===== src/rtl/xmr_pkg.sv =====
package xmr_pkg;

    typedef enum logic [2:0] {
        CMD_NOP,
        CMD_EMR1,
        CMD_READ,
        CMD_SRE,
        CMD_OTHER
    } cmd_e;

    typedef enum logic [1:0] {
        CFG_BLANK,
        CFG_VALID,
        CFG_CAL
    } cfg_state_e;

    typedef enum logic [1:0] {
        DLL_OFF,
        DLL_LOCKING,
        DLL_READY,
        DLL_SREF
    } dll_state_e;

    localparam logic [2:0] OCD_EXIT = 3'b000;
    localparam logic [2:0] OCD_DRV1 = 3'b001;
    localparam logic [2:0] OCD_DRV0 = 3'b010;
    localparam logic [2:0] OCD_ADJ  = 3'b100;
    localparam logic [2:0] OCD_DFLT = 3'b111;
    localparam logic [2:0] AL_RSVD  = 3'b111;

    typedef struct packed {
        logic       dll_off;
        logic       half_drive;
        logic [1:0] odt;
        logic [2:0] al;
        logic [2:0] ocd;
        logic       dqsn_dis;
        logic       q_off;
    } cfg_t;

    function automatic logic ocd_known(input logic [2:0] code);
        return (code == OCD_EXIT) || (code == OCD_DRV1) || (code == OCD_DRV0) ||
               (code == OCD_ADJ)  || (code == OCD_DFLT);
    endfunction

endpackage


===== src/rtl/xmr_cmd_decode.sv =====
module xmr_cmd_decode
    import xmr_pkg::*;
(
    input  logic       cke,
    input  logic       cke_q,
    input  logic       cs_n,
    input  logic       ras_n,
    input  logic       cas_n,
    input  logic       we_n,
    input  logic [1:0] ba_lo,
    output cmd_e       cmd
);

    // load decode, R7 read decode, R12 self-refresh entry decode
    always_comb begin
        cmd = CMD_NOP;
        if (cke_q && !cke) begin
            if (!cs_n && !ras_n && !cas_n && we_n)
                cmd = CMD_SRE;
        end else if (cke && !cs_n) begin
            unique case ({ras_n, cas_n, we_n})
                3'b111:  cmd = CMD_NOP;
                3'b000:  cmd = (ba_lo == 2'b01) ? CMD_EMR1 : CMD_OTHER;
                3'b101:  cmd = CMD_READ;
                default: cmd = CMD_OTHER;
            endcase
        end
    end

endmodule


===== src/rtl/xmr_cfg_ctrl.sv =====
module xmr_cfg_ctrl
    import xmr_pkg::*;
(
    input  logic        clk,
    input  logic        rst_n,
    input  logic        load_cmd,
    input  logic        pre_ok,
    input  logic [12:0] addr,
    input  logic        ba_hi,
    output cfg_t        cfg,
    output logic        written,
    output logic        cal_pending,
    output logic        accept,
    output logic        wr_err,
    output logic        cfg_err,
    output logic        rsvd_warn
);

    cfg_state_e state_q, state_d;
    cfg_t       cfg_d;
    logic [2:0] new_al;
    logic [2:0] new_ocd;
    logic       al_bad;
    logic       ocd_bad;

    assign new_al  = addr[5:3];
    assign new_ocd = addr[9:7];
    assign al_bad  = (new_ocd != OCD_ADJ) && (new_al == AL_RSVD);
    assign ocd_bad = !ocd_known(new_ocd);
    assign accept  = load_cmd && pre_ok && !al_bad && !ocd_bad;

    // field capture
    always_comb begin
        cfg_d.dll_off    = addr[0];
        cfg_d.half_drive = addr[1];
        cfg_d.odt        = {addr[6], addr[2]};
        cfg_d.al         = (new_ocd == OCD_ADJ) ? cfg.al : new_al;
        cfg_d.ocd        = new_ocd;
        cfg_d.dqsn_dis   = addr[10];
        cfg_d.q_off      = addr[12];
    end

    // status transitions
    always_comb begin
        state_d = state_q;
        unique case (state_q)
            CFG_BLANK: if (accept) state_d = (new_ocd == OCD_DFLT) ? CFG_CAL : CFG_VALID;
            CFG_VALID: if (accept && new_ocd == OCD_DFLT) state_d = CFG_CAL;
            CFG_CAL:   if (accept && new_ocd == OCD_EXIT) state_d = CFG_VALID;
            default:   state_d = CFG_BLANK;
        endcase
    end

    always_ff @(posedge clk or negedge rst_n) begin
        if (!rst_n) state_q <= CFG_BLANK;
        else        state_q <= state_d;
    end

    always_ff @(posedge clk or negedge rst_n) begin
        if (!rst_n) begin
            cfg       <= '0;
            wr_err    <= 1'b0;
            cfg_err   <= 1'b0;
            rsvd_warn <= 1'b0;
        end else begin
            if (accept) cfg <= cfg_d;
            wr_err    <= load_cmd && !pre_ok;
            cfg_err   <= load_cmd && pre_ok && (al_bad || ocd_bad);
            rsvd_warn <= accept && (ba_hi || addr[11]);
        end
    end

    assign written     = (state_q != CFG_BLANK);
    assign cal_pending = (state_q == CFG_CAL);

endmodule


===== src/rtl/xmr_mrd_timer.sv =====
module xmr_mrd_timer #(
    parameter int TMRD = 2
) (
    input  logic clk,
    input  logic rst_n,
    input  logic accept,
    input  logic busy_cmd,
    output logic mrd_viol
);

    localparam int CW = (TMRD < 2) ? 1 : $clog2(TMRD + 1);
    localparam logic [CW-1:0] RELOAD = CW'(TMRD - 1);

    logic [CW-1:0] gap_q;

    // spacing window after an accepted load
    always_ff @(posedge clk or negedge rst_n) begin
        if (!rst_n) begin
            gap_q    <= '0;
            mrd_viol <= 1'b0;
        end else begin
            mrd_viol <= (gap_q != '0) && busy_cmd;
            if (accept)            gap_q <= RELOAD;
            else if (gap_q != '0)  gap_q <= gap_q - 1'b1;
        end
    end

endmodule


===== src/rtl/xmr_dll_fsm.sv =====
module xmr_dll_fsm
    import xmr_pkg::*;
#(
    parameter int LOCK_CYC = 200
) (
    input  logic clk,
    input  logic rst_n,
    input  logic on_req,
    input  logic off_req,
    input  logic sre,
    input  logic cke,
    input  logic read_cmd,
    input  logic cfg_dll_on,
    output logic dll_active,
    output logic dll_ready,
    output logic early_rd
);

    localparam int CW = (LOCK_CYC < 4) ? 2 : $clog2(LOCK_CYC);
    localparam logic [CW-1:0] LAST = CW'(LOCK_CYC - 2);

    dll_state_e    state_q, state_d;
    logic [CW-1:0] lock_q;

    // transitions
    always_comb begin
        state_d = state_q;
        unique case (state_q)
            DLL_OFF: begin
                if (sre)         state_d = DLL_SREF;
                else if (on_req) state_d = DLL_LOCKING;
            end
            DLL_LOCKING: begin
                if (sre)                 state_d = DLL_SREF;
                else if (off_req)        state_d = DLL_OFF;
                else if (lock_q == LAST) state_d = DLL_READY;
            end
            DLL_READY: begin
                if (sre)          state_d = DLL_SREF;
                else if (off_req) state_d = DLL_OFF;
            end
            DLL_SREF: begin
                if (cke) state_d = cfg_dll_on ? DLL_LOCKING : DLL_OFF;
            end
            default: state_d = DLL_OFF;
        endcase
    end

    always_ff @(posedge clk or negedge rst_n) begin
        if (!rst_n) state_q <= DLL_OFF;
        else        state_q <= state_d;
    end

    always_ff @(posedge clk or negedge rst_n) begin
        if (!rst_n) begin
            lock_q   <= '0;
            early_rd <= 1'b0;
        end else begin
            if (state_d == DLL_LOCKING && state_q != DLL_LOCKING) lock_q <= '0;
            else if (state_q == DLL_LOCKING)                      lock_q <= lock_q + 1'b1;
            early_rd <= read_cmd && (state_q == DLL_LOCKING);
        end
    end

    assign dll_active = (state_q == DLL_LOCKING) || (state_q == DLL_READY);
    assign dll_ready  = (state_q == DLL_READY);

endmodule


===== src/rtl/ddr2_xmr_tracker.sv =====
module ddr2_xmr_tracker
    import xmr_pkg::*;
#(
    parameter int TMRD     = 2,
    parameter int LOCK_CYC = 200
) (
    input  logic        clk,
    input  logic        rst_n,
    input  logic        cke,
    input  logic        cs_n,
    input  logic        ras_n,
    input  logic        cas_n,
    input  logic        we_n,
    input  logic [2:0]  ba,
    input  logic [12:0] addr,
    input  logic        banks_idle,
    output logic        cfg_written,
    output logic        dll_en_cfg,
    output logic        half_drive,
    output logic [1:0]  odt_sel,
    output logic [2:0]  add_lat,
    output logic [2:0]  ocd_mode,
    output logic        dqsn_off,
    output logic        q_off,
    output logic        cal_pending,
    output logic        dll_active,
    output logic        dll_ready,
    output logic        wr_err,
    output logic        cfg_err,
    output logic        rsvd_warn,
    output logic        mrd_viol,
    output logic        early_rd
);

    logic cke_q;
    cmd_e cmd;
    cfg_t cfg;
    logic accept;

    always_ff @(posedge clk or negedge rst_n) begin
        if (!rst_n) cke_q <= 1'b0;
        else        cke_q <= cke;
    end

    xmr_cmd_decode u_dec (
        .cke   (cke),
        .cke_q (cke_q),
        .cs_n  (cs_n),
        .ras_n (ras_n),
        .cas_n (cas_n),
        .we_n  (we_n),
        .ba_lo (ba[1:0]),
        .cmd   (cmd)
    );

    xmr_cfg_ctrl u_cfg (
        .clk         (clk),
        .rst_n       (rst_n),
        .load_cmd    (cmd == CMD_EMR1),
        .pre_ok      (cke_q && banks_idle),
        .addr        (addr),
        .ba_hi       (ba[2]),
        .cfg         (cfg),
        .written     (cfg_written),
        .cal_pending (cal_pending),
        .accept      (accept),
        .wr_err      (wr_err),
        .cfg_err     (cfg_err),
        .rsvd_warn   (rsvd_warn)
    );

    xmr_mrd_timer #(.TMRD(TMRD)) u_mrd (
        .clk      (clk),
        .rst_n    (rst_n),
        .accept   (accept),
        .busy_cmd (cmd != CMD_NOP),
        .mrd_viol (mrd_viol)
    );

    xmr_dll_fsm #(.LOCK_CYC(LOCK_CYC)) u_dll (
        .clk        (clk),
        .rst_n      (rst_n),
        .on_req     (accept && !addr[0]),
        .off_req    (accept && addr[0]),
        .sre        (cmd == CMD_SRE),
        .cke        (cke),
        .read_cmd   (cmd == CMD_READ),
        .cfg_dll_on (dll_en_cfg),
        .dll_active (dll_active),
        .dll_ready  (dll_ready),
        .early_rd   (early_rd)
    );

    assign dll_en_cfg = cfg_written && !cfg.dll_off;
    assign half_drive = cfg.half_drive;
    assign odt_sel    = cfg.odt;
    assign add_lat    = cfg.al;
    assign ocd_mode   = cfg.ocd;
    assign dqsn_off   = cfg.dqsn_dis;
    assign q_off      = cfg.q_off;

endmodule


===== config.mk =====
export PLATFORM = sky130hd
export DESIGN_NAME = ddr2_xmr_tracker
export DESIGN_NICKNAME = d
export VERILOG_FILES = /design/src/rtl/xmr_pkg.sv /design/src/rtl/xmr_cmd_decode.sv /design/src/rtl/xmr_cfg_ctrl.sv /design/src/rtl/xmr_mrd_timer.sv /design/src/rtl/xmr_dll_fsm.sv /design/src/rtl/ddr2_xmr_tracker.sv
export SDC_FILE = /design/constraint.sdc
export NUM_CORES = 1
export LEC_CHECK = 0
export BUFFER_PORTS_ARGS = -buffer_cell sky130_fd_sc_hd__buf_2
export CORE_MARGIN = 10
export CORE_UTILIZATION = 43
export CTS_BUF_LIST = sky130_fd_sc_hd__clkbuf_16
export DETAILED_ROUTE_END_ITERATION = 10
export PLACE_DENSITY = 0.67
export SLEW_MARGIN = 15
export SYNTH_ARGS = -nofsm -noshare
export SYNTH_HDL_FRONTEND = slang
export SYNTH_SLANG_ARGS = --single-unit

===== constraint.sdc =====
create_clock -name clk -period 4.1 [get_ports clk]
set_input_delay 0.82 -clock clk [delete_from_list [all_inputs] [get_ports clk]]
set_output_delay 0.82 -clock clk [all_outputs]
set_load 0.02 [all_outputs]

==> results of run 1 <==
## cell families (layout without fill, tap and decap cells)
kind of cell               Yosys count  in the layout
buffers and inverters               26             65
AOI/OAI and AO/OA                   39             39
and+or+nand+nor                     58             58
muxes                               13             13
DFF                                 32             32
xor gates and xnor gates             1              1
adders and majority gates            7              7
## sequential cells by signal, indices dropped and copies added (netlist names)
name             flops
u_cfg.state_q        2
u_cfg.cfg_err        1
u_dll.lock_q         8
u_dll.early_rd       1
cke_q                1
u_dll.state_q        2
u_cfg.wr_err         1
u_mrd.mrd_viol       1
u_mrd.gap_q          2
u_cfg.rsvd_warn      1
u_cfg.cfg           12
## cell usage after synthesis, drive strengths merged
library cell  instances  share of area
a2111oi               1         0.0056
a211oi                2         0.0083
a21o                  2         0.0083
a21oi                 9          0.027
a221o                 1         0.0056
a22oi                 1         0.0070
a31oi                 2         0.0070
and2                  3          0.010
and3                  5          0.017
and3b                 2         0.0097
and4                  1         0.0049
buf                  11          0.042
clkbuf                3         0.0063
dfrtp                32           0.45
ha                    7          0.049
inv                  12          0.025
mux2                 12          0.075
mux2i                 1         0.0056
nand2                 8          0.017
nand2b                3          0.010
nand3                 5          0.017
nand3b                1         0.0042
nand4                 3          0.010
nor2                 11          0.023
nor2b                 1         0.0035
nor3                  7          0.022
nor3b                 1         0.0070
nor4b                 1          0.013
nor4bb                1         0.0056
o2111ai               1         0.0049
o211ai                1         0.0042
o21a                  1         0.0042
o21ai                12          0.033
o21ba                 1         0.0056
o22ai                 1         0.0035
o311ai                3          0.019
o41ai                 1         0.0090
or2                   1         0.0035
or3                   3          0.010
or3b                  1         0.0063
xor2                  1         0.0049
## power groups by stage
stage	clock (mW)	combinational, mW	sequential [mW]
global placement	0	0.330	0.392
floorplan	0	0.252	0.389
CTS	0.417	0.335	0.387
detailed placement	0	0.335	0.392
global route	0.436	0.384	0.394
finish	0.408	0.331	0.386
## critical path: cells and delay by family, from the launching register on
family,cells,cell delay [ns]
adder cells (fa/ha/maj),1,0.39
flip-flops,1,0.40
AND/OR/NAND/NOR,3,0.93
buffers and inverters,1,0.08
AO/OA/AOI/OAI,3,0.39
## routing by layer
layer	part of all wire	wire, µm	vias to the layer above	GRT usage
met3	0.076	294	5	0.0502
met4	0.015	59	0	0.0449
li1	-	-	698	-
met5	0	0	-	0
met1	0.45	1730	636	0.130
met2	0.46	1770	36	0.175
## metrics by stage
step	utilization	hold slack (ns)	worst slack, ns	instances
floorplan	-	0.438	1.75	176
global placement	0.497	0.463	1.53	257
detailed placement	0.497	0.476	1.49	257
CTS	0.538	0.489	1.73	265
global route	0.538	0.515	1.53	265
finish	0.538	0.485	1.74	265
## layout make-up
class                      instances  area [µm²]
clock buffer                       5         125
clock inverter                     3        38.8
fill                             375        1860
inverter                          12        45.0
multi-input combinational        118         867
sequential                        32         801
tap                               50        62.6
timing repair buffer              45         228
## worst paths after layout
path	endpoint	slack, ns
max reg2reg	u_dll.lock_q[1]	1.74
min in group asynchronous	u_cfg.cfg[3]	0.61
max	u_dll.lock_q[1]	1.74
min	u_dll.lock_q[7]	0.49
min reg2reg	u_dll.lock_q[7]	0.49
max in group asynchronous	u_cfg.wr_err	3.04
==> flow_metrics.env, run 1 <==
export IMPL_final_common_cell="buf_2"
export IMPL_holdBufCountCts=0
export IMPL_max_cap_violations=0
export IMPL_wl_per_cell_um=14.5
export IMPL_fp_row_count=23
export IMPL_share_seq_of_total_power=0.343
export IMPL_p_int_uw=770
export IMPL_clk_pin_slew_ns=0.05
export IMPL_finalSetupViolations=0
export IMPL_rsz0062_at_grt="no"
export IMPL_combPwrFrac=0.294
export IMPL_area_growth_pct=20.4
export IMPL_start_kind="flop"
export IMPL_antenna_found_initial=0
export IMPL_drtAntennaViolNets=0
export IMPL_first_pass_iters=4
export IMPL_drt_iter0_markers=68
export IMPL_synthXorXnorAreaFrac=0.00487
export IMPL_vias=1375
export IMPL_crit_path_cell_trace="inv_1, ha_1, or3_1, and3_1, o22ai_1, a22oi_2, nor3_2, a211oi_1"
export IMPL_grtUsageTotal=0.112
export IMPL_drc=0
export IMPL_synthAdderAreaFrac=0.0487
export IMPL_max_freq_mhz=424
export IMPL_synth_compound_gate_area_share=0.152
export IMPL_synth_cell_types=47
export IMPL_syn_cell_area_um2=1800
export IMPL_fin_area_um2=2170
export IMPL_status="finished clean"
export IMPL_startpoint="u_dll.state_q[1]"
export IMPL_syn_inst=176
export IMPL_postPlaceCellArea_um2=2000
export IMPL_synth_simple_area_share=0.195
export IMPL_power_leakage_nw=1.10
export IMPL_gp_congestion=0.828
export IMPL_dp_hpwl_um=2920
export IMPL_power_mw=1.13
export IMPL_period_share=0.575
export IMPL_root_buffer="clkbuf_16"
export IMPL_cp_end_kind="flop"
export IMPL_initial_utilization=0.447
export IMPL_grt_max_degree=33
export IMPL_die_w_um=84.7
export IMPL_layout_nets=245
export IMPL_cp_arrival_ns=2.48
export IMPL_syn_area_per_cell_um2=10.2
export IMPL_cts_resized=0
export IMPL_synth_mux_area_frac=0.0807
export IMPL_cts_sinks=32
export IMPL_tightest_slew_ns=0.725
export IMPL_cp_slowest_cell="or3_1"
export IMPL_slew_headroom=0.517
export IMPL_cts_tree="built"
export IMPL_period_minus_slack_ns=2.36
export IMPL_max_stage_delay_ns=0.44
export IMPL_grt_overflow_total=0
export IMPL_place_port_buffers=44
export IMPL_viasPerCell=5.19
export IMPL_clockBufferDepth=2
export IMPL_n_antenna_cell=0
export IMPL_grt_pass1_wl_um=6630
export IMPL_sw_frac_of_total=0.316
export IMPL_hold_depth=1
export IMPL_power_switching_uw=356
export IMPL_dieArea_um2=7170
export IMPL_r2r_start="u_dll.state_q[1]"
export IMPL_ir_drop_v=0.000321
export IMPL_maxSlewViolCount=0
export IMPL_hold_violations=0
export IMPL_synth_top_family_by_area="simple AND/OR/NAND/NOR gates"
export IMPL_worstSkewPairLatency_ns=0.27
export IMPL_cts_htree_levels=2
export IMPL_layout_common_cells="buf_2, dfrtp_1, inv_1"
export IMPL_ys_ff_latch=32
export IMPL_cp_max_fo=18
export IMPL_die_h_um=84.7
export IMPL_power_density_nw_per_um2=519
export IMPL_drive_gt1_frac=0.349
export IMPL_finalClockSkew_ns=0.00241
export IMPL_rr_worst_depth=8
export IMPL_yosys_warnings=0
export IMPL_critPathRequiredTime_ns=4.22
export IMPL_grt_pass1_vias=1375
export IMPL_pin_count=45
export IMPL_wirelength_um=3850
export IMPL_ys_seq_area_frac=0.445
export IMPL_path_class="flop to flop"
export IMPL_design_core_area_um2=4030
export IMPL_synth_fp_nets=207
export IMPL_cts_buffers=5
export IMPL_p_clk_frac=0.363
export IMPL_hp_class="flop to flop"
export IMPL_hold_start="u_dll.lock_q[7]"
export IMPL_setup_tns_final_ns=0
export IMPL_post_cts_buffers=0
Power figures use the tool's default switching activity.
==> inputs of run 2 (changes only) <==
==> constraint.sdc (replaced) <==
create_clock -name clk -period 2.2 [get_ports clk]
set_input_delay 0.44 -clock clk [delete_from_list [all_inputs] [get_ports clk]]
set_output_delay 0.44 -clock clk [all_outputs]
set_load 0.02 [all_outputs]
==> run 2 against run 1 <==
  * Non-clock buffer count is 13 higher
  * Register-to-register slack got worse by 1.6 ns
  * Critical endpoint is now u_dll.lock_q[0]
  * Sequential share of layout area down 1.8 points
  * Clock skew grew 0.0030 ns
  * Utilization rose by 2.9 points
  * Setup slack lost 1.6 ns
  * Clock power increased by 86%
  * Count of clock-buffer cells in the layout is the same
  * Total power increased by 100%
  * Via count up 7.3%
  * Sequential cell count did not move
  * Fmax increased by 13%
==> flow_metrics.env, run 2 (synthesis gave the netlist of run 1 again) <==
export IMPL_grtUsageTotal=0.109
export IMPL_grt_pass1_vias=1441
export IMPL_layout_common_cells="buf_2, dfrtp_1, buf_4"
export IMPL_multi_input_area_um2=886
export IMPL_root_buffer="clkbuf_16"
export IMPL_reg_largest_list="u_cfg.cfg: 12 flops, u_dll.lock_q: 8 flops"
export IMPL_hold_violations=0
export IMPL_route_met3_wl_um=292
export IMPL_wl_met2_um=1900
export IMPL_first_pass_iters=4
export IMPL_utilization=0.567
export IMPL_final_common_cell="buf_2"
export IMPL_finalClockSkew_ns=0.00543
export IMPL_final_cells=278
export IMPL_cts_htree_levels=2
export IMPL_holdBufCountCts=0
export IMPL_regArea_um2=802
export IMPL_ir_drop_v=0.000573
export IMPL_largest_reg_flops=12
export IMPL_antenna_found_initial=0
export IMPL_period_minus_slack_ns=2.09
export IMPL_rsz0062_at_grt="yes"
export IMPL_period_share=0.948
export IMPL_cp_arrival_ns=2.23
export IMPL_viasPerCell=5.31
export IMPL_layout_nets=258
export IMPL_dp_cells=267
export IMPL_cts_sinks=32
export IMPL_max_cap_violations=0
export IMPL_grt_pass1_wl_um=6570
export IMPL_n_antenna_cell=0
export IMPL_tightest_slew_ns=0.695
export IMPL_maxSlewViolCount=0
export IMPL_wirelength_um=3960
export IMPL_cts_tree="built"
export IMPL_dp_hpwl_um=2980
export IMPL_clk_pin_slew_ns=0.05
export IMPL_max_freq_mhz=480
export IMPL_clockBufferDepth=2
export IMPL_finalSetupViolations=0
export IMPL_vias=1475
export IMPL_initial_utilization=0.447
export IMPL_fillers=356
export IMPL_status="finished clean"
export IMPL_dieArea_um2=7170
export IMPL_pin_count=45
export IMPL_slew_headroom=0.537
export IMPL_power_leakage_nw=1.16
export IMPL_gp_congestion=0.822
export IMPL_die_w_um=84.7
export IMPL_drc=0
export IMPL_power_density_nw_per_um2=985
export IMPL_fp_row_count=23
export IMPL_drtAntennaViolNets=0
export IMPL_drive_gt1_frac=0.404
export IMPL_worstSkewPairLatency_ns=0.27
export IMPL_top_layer="met4"
export IMPL_grt_max_degree=33
export IMPL_grt_overflow_total=0
export IMPL_area_growth_pct=27.0
export IMPL_critPathRequiredTime_ns=2.34
export IMPL_cts_buffers=5
export IMPL_wl_met1_um=1670
export IMPL_cp_max_fo=6
export IMPL_hp_class="primary input to async pin"
export IMPL_largest_register="u_cfg.cfg"
export IMPL_cp_end_kind="flop"
export IMPL_setup_tns_final_ns=0
export IMPL_die_h_um=84.7
export IMPL_place_port_buffers=44
export IMPL_drt_iter0_markers=65
export IMPL_wl_per_cell_um=14.2
export IMPL_path_class="flop to flop"
export IMPL_start_kind="flop"
export IMPL_design_core_area_um2=4030
run 2: worst max-delay path: stages, from the launching register on:
cell and delay, ns:
dfrtp_2 0.41, inv_1 0.08, ha_1 0.21, or3_1 0.39, and3_1 0.19, o22ai_1 0.15
a22oi_2 0.15, o21ai_0 0.25, mux2i_1 0.12
run 2: layout make-up:
type                    count  share of cell area
well taps                  50              0.0274
clock buffers               5              0.0548
flip-flops and latches     32               0.351
repair buffers             58               0.142
multi-input cells         118               0.388
inverters                  12              0.0197
clock inverters             3              0.0170
run 2: stage by stage:
step	instance area (µm²)	worst slack, ns	power (mW)	hold WS [ns]
finish	2280	0.115	2.25	0.210
global route	2280	-0.0345	2.40	0.273
CTS	2240	0.0127	2.17	0.240
detailed placement	2080	0.0122	1.39	0.468
global placement	2080	0.0241	1.38	0.467
floorplan	1800	0.123	1.19	0.144
run 2: path summary, 6_finish.rpt:
path | cells after the start | slack [ns] | end | from
worst min register to register | 1 | 0.48 | u_dll.lock_q[7] | u_dll.lock_q[7]
worst min-delay path | 1 | 0.21 | u_cfg.cfg[3] | rst_n
max in group asynchronous | 1 | 1.50 | u_dll.state_q[0] | rst_n
min in group clk | 2 | 0.38 | u_cfg.rsvd_warn | ba[2]
worst max register to register | 8 | 0.11 | u_dll.lock_q[0] | u_dll.state_q[0]
worst max-delay path | 8 | 0.11 | u_dll.lock_q[0] | u_dll.state_q[0]
run 2: repair_timing:
action | CTS | global route
resized for setup | 0 | 5
buffers inserted | 0 | 3
setup endpoints to repair | 0 | 8
run 2: power by group:
group | switching [mW] | internal, mW | total (mW)
registers | 0.0660 | 0.664 | 0.730
logic | 0.422 | 0.340 | 0.761
clock network | 0.232 | 0.526 | 0.759
total | 0.720 | 1.53 | 2.25
run 2: per-layer routing:
| metal | global-route usage | up-vias |
|---|---|---|
| met5 | 0 | - |
| met4 | 0.0509 | 0 |
| met3 | 0.0425 | 11 |
| met2 | 0.181 | 37 |
| met1 | 0.119 | 701 |
| li1 | - | 726 |
==> inputs of run 3 (changes only) <==
--- a/config.mk
+++ b/config.mk
@@ -10,7 +10,7 @@
 export CORE_UTILIZATION = 43
 export CTS_BUF_LIST = sky130_fd_sc_hd__clkbuf_16
 export DETAILED_ROUTE_END_ITERATION = 10
-export PLACE_DENSITY = 0.67
+export PLACE_DENSITY = 0.69
 export SLEW_MARGIN = 15
 export SYNTH_ARGS = -nofsm -noshare
 export SYNTH_HDL_FRONTEND = slang
==> constraint.sdc (replaced) <==
create_clock -name clk -period 1.7 [get_ports clk]
set_input_delay 0.34 -clock clk [delete_from_list [all_inputs] [get_ports clk]]
set_output_delay 0.34 -clock clk [all_outputs]
set_load 0.02 [all_outputs]
==> run 3 against run 2 <==
  * The run now ends with negative setup slack left
  * Non-clock buffer count grew 33
  * Critical path depth unchanged
  * Clock skew is 0.0017 ns lower
  * Count of clock-buffer cells in the layout is the same
  * Final cell count rose by 12%
  * Die area unchanged
  * Sequential share of layout area down 4.8 points
  * Sequential cell count is the same
  * Clock power is 7.6% higher
  * Routed wire length is 14% higher
  * Total power up 36%
  * Critical path type unchanged
  * Highest routed layer unchanged
==> flow_metrics.env, run 3 (synthesis gave the netlist of run 1 again) <==
export IMPL_critPathRequiredTime_ns=1.85
export IMPL_violations="negative setup slack"
export IMPL_initial_utilization=0.447
export IMPL_die_h_um=84.7
export IMPL_crit_path_cell_trace="buf_6, ha_4, or3_4, and3_4, o22ai_2, a22oi_2, o311ai_2, o21ai_1"
export IMPL_hold_ws_ns=0.0892
export IMPL_worstSkewPairLatency_ns=0.27
export IMPL_cp_max_fo=6
export IMPL_maxSlewViolCount=0
export IMPL_drc=0
export IMPL_dpl_worst_slack_ns=-0.455
export IMPL_place_port_buffers=44
export IMPL_period_minus_slack_ns=2.02
export IMPL_hp_class="primary input to async pin"
export IMPL_clockBufferDepth=2
export IMPL_status="complete, but fails checks"
export IMPL_ir_drop_v=0.000726
export IMPL_root_buffer="clkbuf_16"
export IMPL_grt_overflow_total=0
export IMPL_pin_count=45
export IMPL_path_class="flop to flop"
export IMPL_gp_congestion=0.813
export IMPL_share_seq_of_total_power=0.297
export IMPL_tightest_slew_ns=0.486
export IMPL_grt_max_degree=33
export IMPL_antenna_found_initial=0
export IMPL_wirelength_um=4510
export IMPL_cp_slowest_cell="dfrtp_1"
export IMPL_finalSetupViolations=11
export IMPL_dp_cells=297
export IMPL_n_antenna_cell=0
export IMPL_final_common_cell="buf_2"
export IMPL_max_freq_mhz=495
export IMPL_drtAntennaViolNets=0
export IMPL_combPwrFrac=0.436
export IMPL_max_cap_violations=0
export IMPL_slew_headroom=0.676
export IMPL_power_switching_mw=1.03
export IMPL_utilization=0.655
export IMPL_die_w_um=84.7
export IMPL_cts_tree="built"
export IMPL_layout_setup_ws_ns=-0.322
export IMPL_largest_register="u_cfg.cfg"
export IMPL_sw_frac_of_total=0.335
export IMPL_cp_end_kind="flop"
export IMPL_layout_nets=291
export IMPL_drt_iter0_markers=101
export IMPL_fillers=317
export IMPL_p_clk_frac=0.267
export IMPL_power_density_nw_per_um2=1160
export IMPL_design_core_area_um2=4030
export IMPL_wl_per_cell_um=14.5
export IMPL_first_pass_iters=4
export IMPL_r2r_start="u_dll.state_q[1]"
export IMPL_startpoint="u_dll.state_q[1]"
export IMPL_dieArea_um2=7170
export IMPL_area_growth_pct=46.7
export IMPL_vias=1600
export IMPL_cts_sinks=32
export IMPL_fp_row_count=23
export IMPL_p_int_mw=2.04
export IMPL_layout_common_cells="buf_2, buf_4, dfrtp_1"
export IMPL_drive_gt1_frac=0.527
export IMPL_largest_reg_flops=12
export IMPL_rsz0062_at_grt="yes"
export IMPL_cts_htree_levels=2
export IMPL_max_stage_delay_ns=0.41
export IMPL_finalClockSkew_ns=0.00377
export IMPL_rr_worst_depth=8
export IMPL_r2r_end="u_dll.lock_q[6]"
export IMPL_grt_pass1_vias=1631
export IMPL_multi_input_area_um2=992
export IMPL_regArea_um2=801
export IMPL_reg_largest_list="u_cfg.cfg: 12 flops, u_dll.lock_q: 8 flops"
export IMPL_dp_hpwl_um=3290
export IMPL_viasPerCell=5.16
export IMPL_cp_arrival_ns=2.17
export IMPL_regToRegSetupSlack_ns=-0.32
export IMPL_period_share=1.19
export IMPL_cts_buffers=5
export IMPL_crit_path_end="u_dll.lock_q[6]"
export IMPL_power_leakage_nw=1.33
export IMPL_grt_pass1_wl_um=7690
export IMPL_start_kind="flop"
export IMPL_grtUsageTotal=0.127
export IMPL_clk_pin_slew_ns=0.05
export IMPL_hold_violations=0
export IMPL_final_cells=310
run 3: changes by cell type in the layout (fill, tap and decap cells not counted), moves of 2 or more:
cell,change
o311ai_1,-2
buf_4,+26
nor3_2,+2
ha_4,+2
o311ai_2,+2
ha_2,+2
buf_6,+8
ha_1,-4
nor3_1,-2
run 3: repair_timing:
item | CTS | global route
resized for setup | 14 | 12
cloned | 0 | 0
buffers inserted | 5 | 2
setup endpoints to repair | 10 | 20
pin swaps | 6 | 9
hold buffers | 0 | 0
run 3: critical path: cells and delay by family (launching register included):
| family | cells | cell delay [ns] |
|---|---|---|
| AOI/OAI and AO/OA | 4 | 0.65 |
| and+or+nand+nor | 2 | 0.55 |
| DFF | 1 | 0.41 |
| adders and majority gates | 1 | 0.15 |
| buffers and inverters | 1 | 0.14 |
run 3: routing by layer:
layer	up-vias	wire, µm	share of wire	global-route usage
li1	798	-	-	-
met3	8	312	0.069	0.0454
met5	-	0	0	0
met4	0	54	0.012	0.0389
met1	752	1900	0.42	0.146
met2	42	2240	0.50	0.213
run 3: metrics by stage:
stage	TNS (ns)	instance area [µm²]	total power, mW
after floorplan	-1.61	1850	1.60
after global placement	-5.07	2330	1.96
after detailed placement	-5.98	2330	1.98
after CTS	-2.44	2580	2.96
after global routing	-4.21	2640	3.25
final	-2.85	2640	3.07
run 3: power groups by stage:
stage	clock, mW	sequential (mW)	combinational (mW)
after floorplan	0	0.940	0.658
after global placement	0	0.918	1.04
after detailed placement	0	0.921	1.06
after CTS	0.830	0.911	1.22
after global routing	0.868	0.920	1.46
final	0.817	0.911	1.34
run 3: layout make-up:
| type | count | area share |
|---|---|---|
| multi-input cells | 118 | 0.376 |
| flip-flops and latches | 32 | 0.303 |
| repair buffers | 91 | 0.229 |
| clock buffers | 5 | 0.0474 |
| well taps | 50 | 0.0237 |
| inverters | 12 | 0.0171 |
| clock inverters | 2 | 0.00332 |
run 3: worst min path at each step:
stage                     start                to  slack [ns]  depth (start not counted)
after CTS                 rst_n  u_cfg.state_q[0]        0.10                          2
after detailed placement  rst_n      u_cfg.cfg[3]        0.39                          2
after global placement    rst_n      u_cfg.cfg[8]        0.38                          2
final                     rst_n  u_cfg.state_q[0]        0.09                          2
after global routing      rst_n      u_cfg.cfg[8]        0.12                          2
after floorplan           rst_n             cke_q        0.04                          0
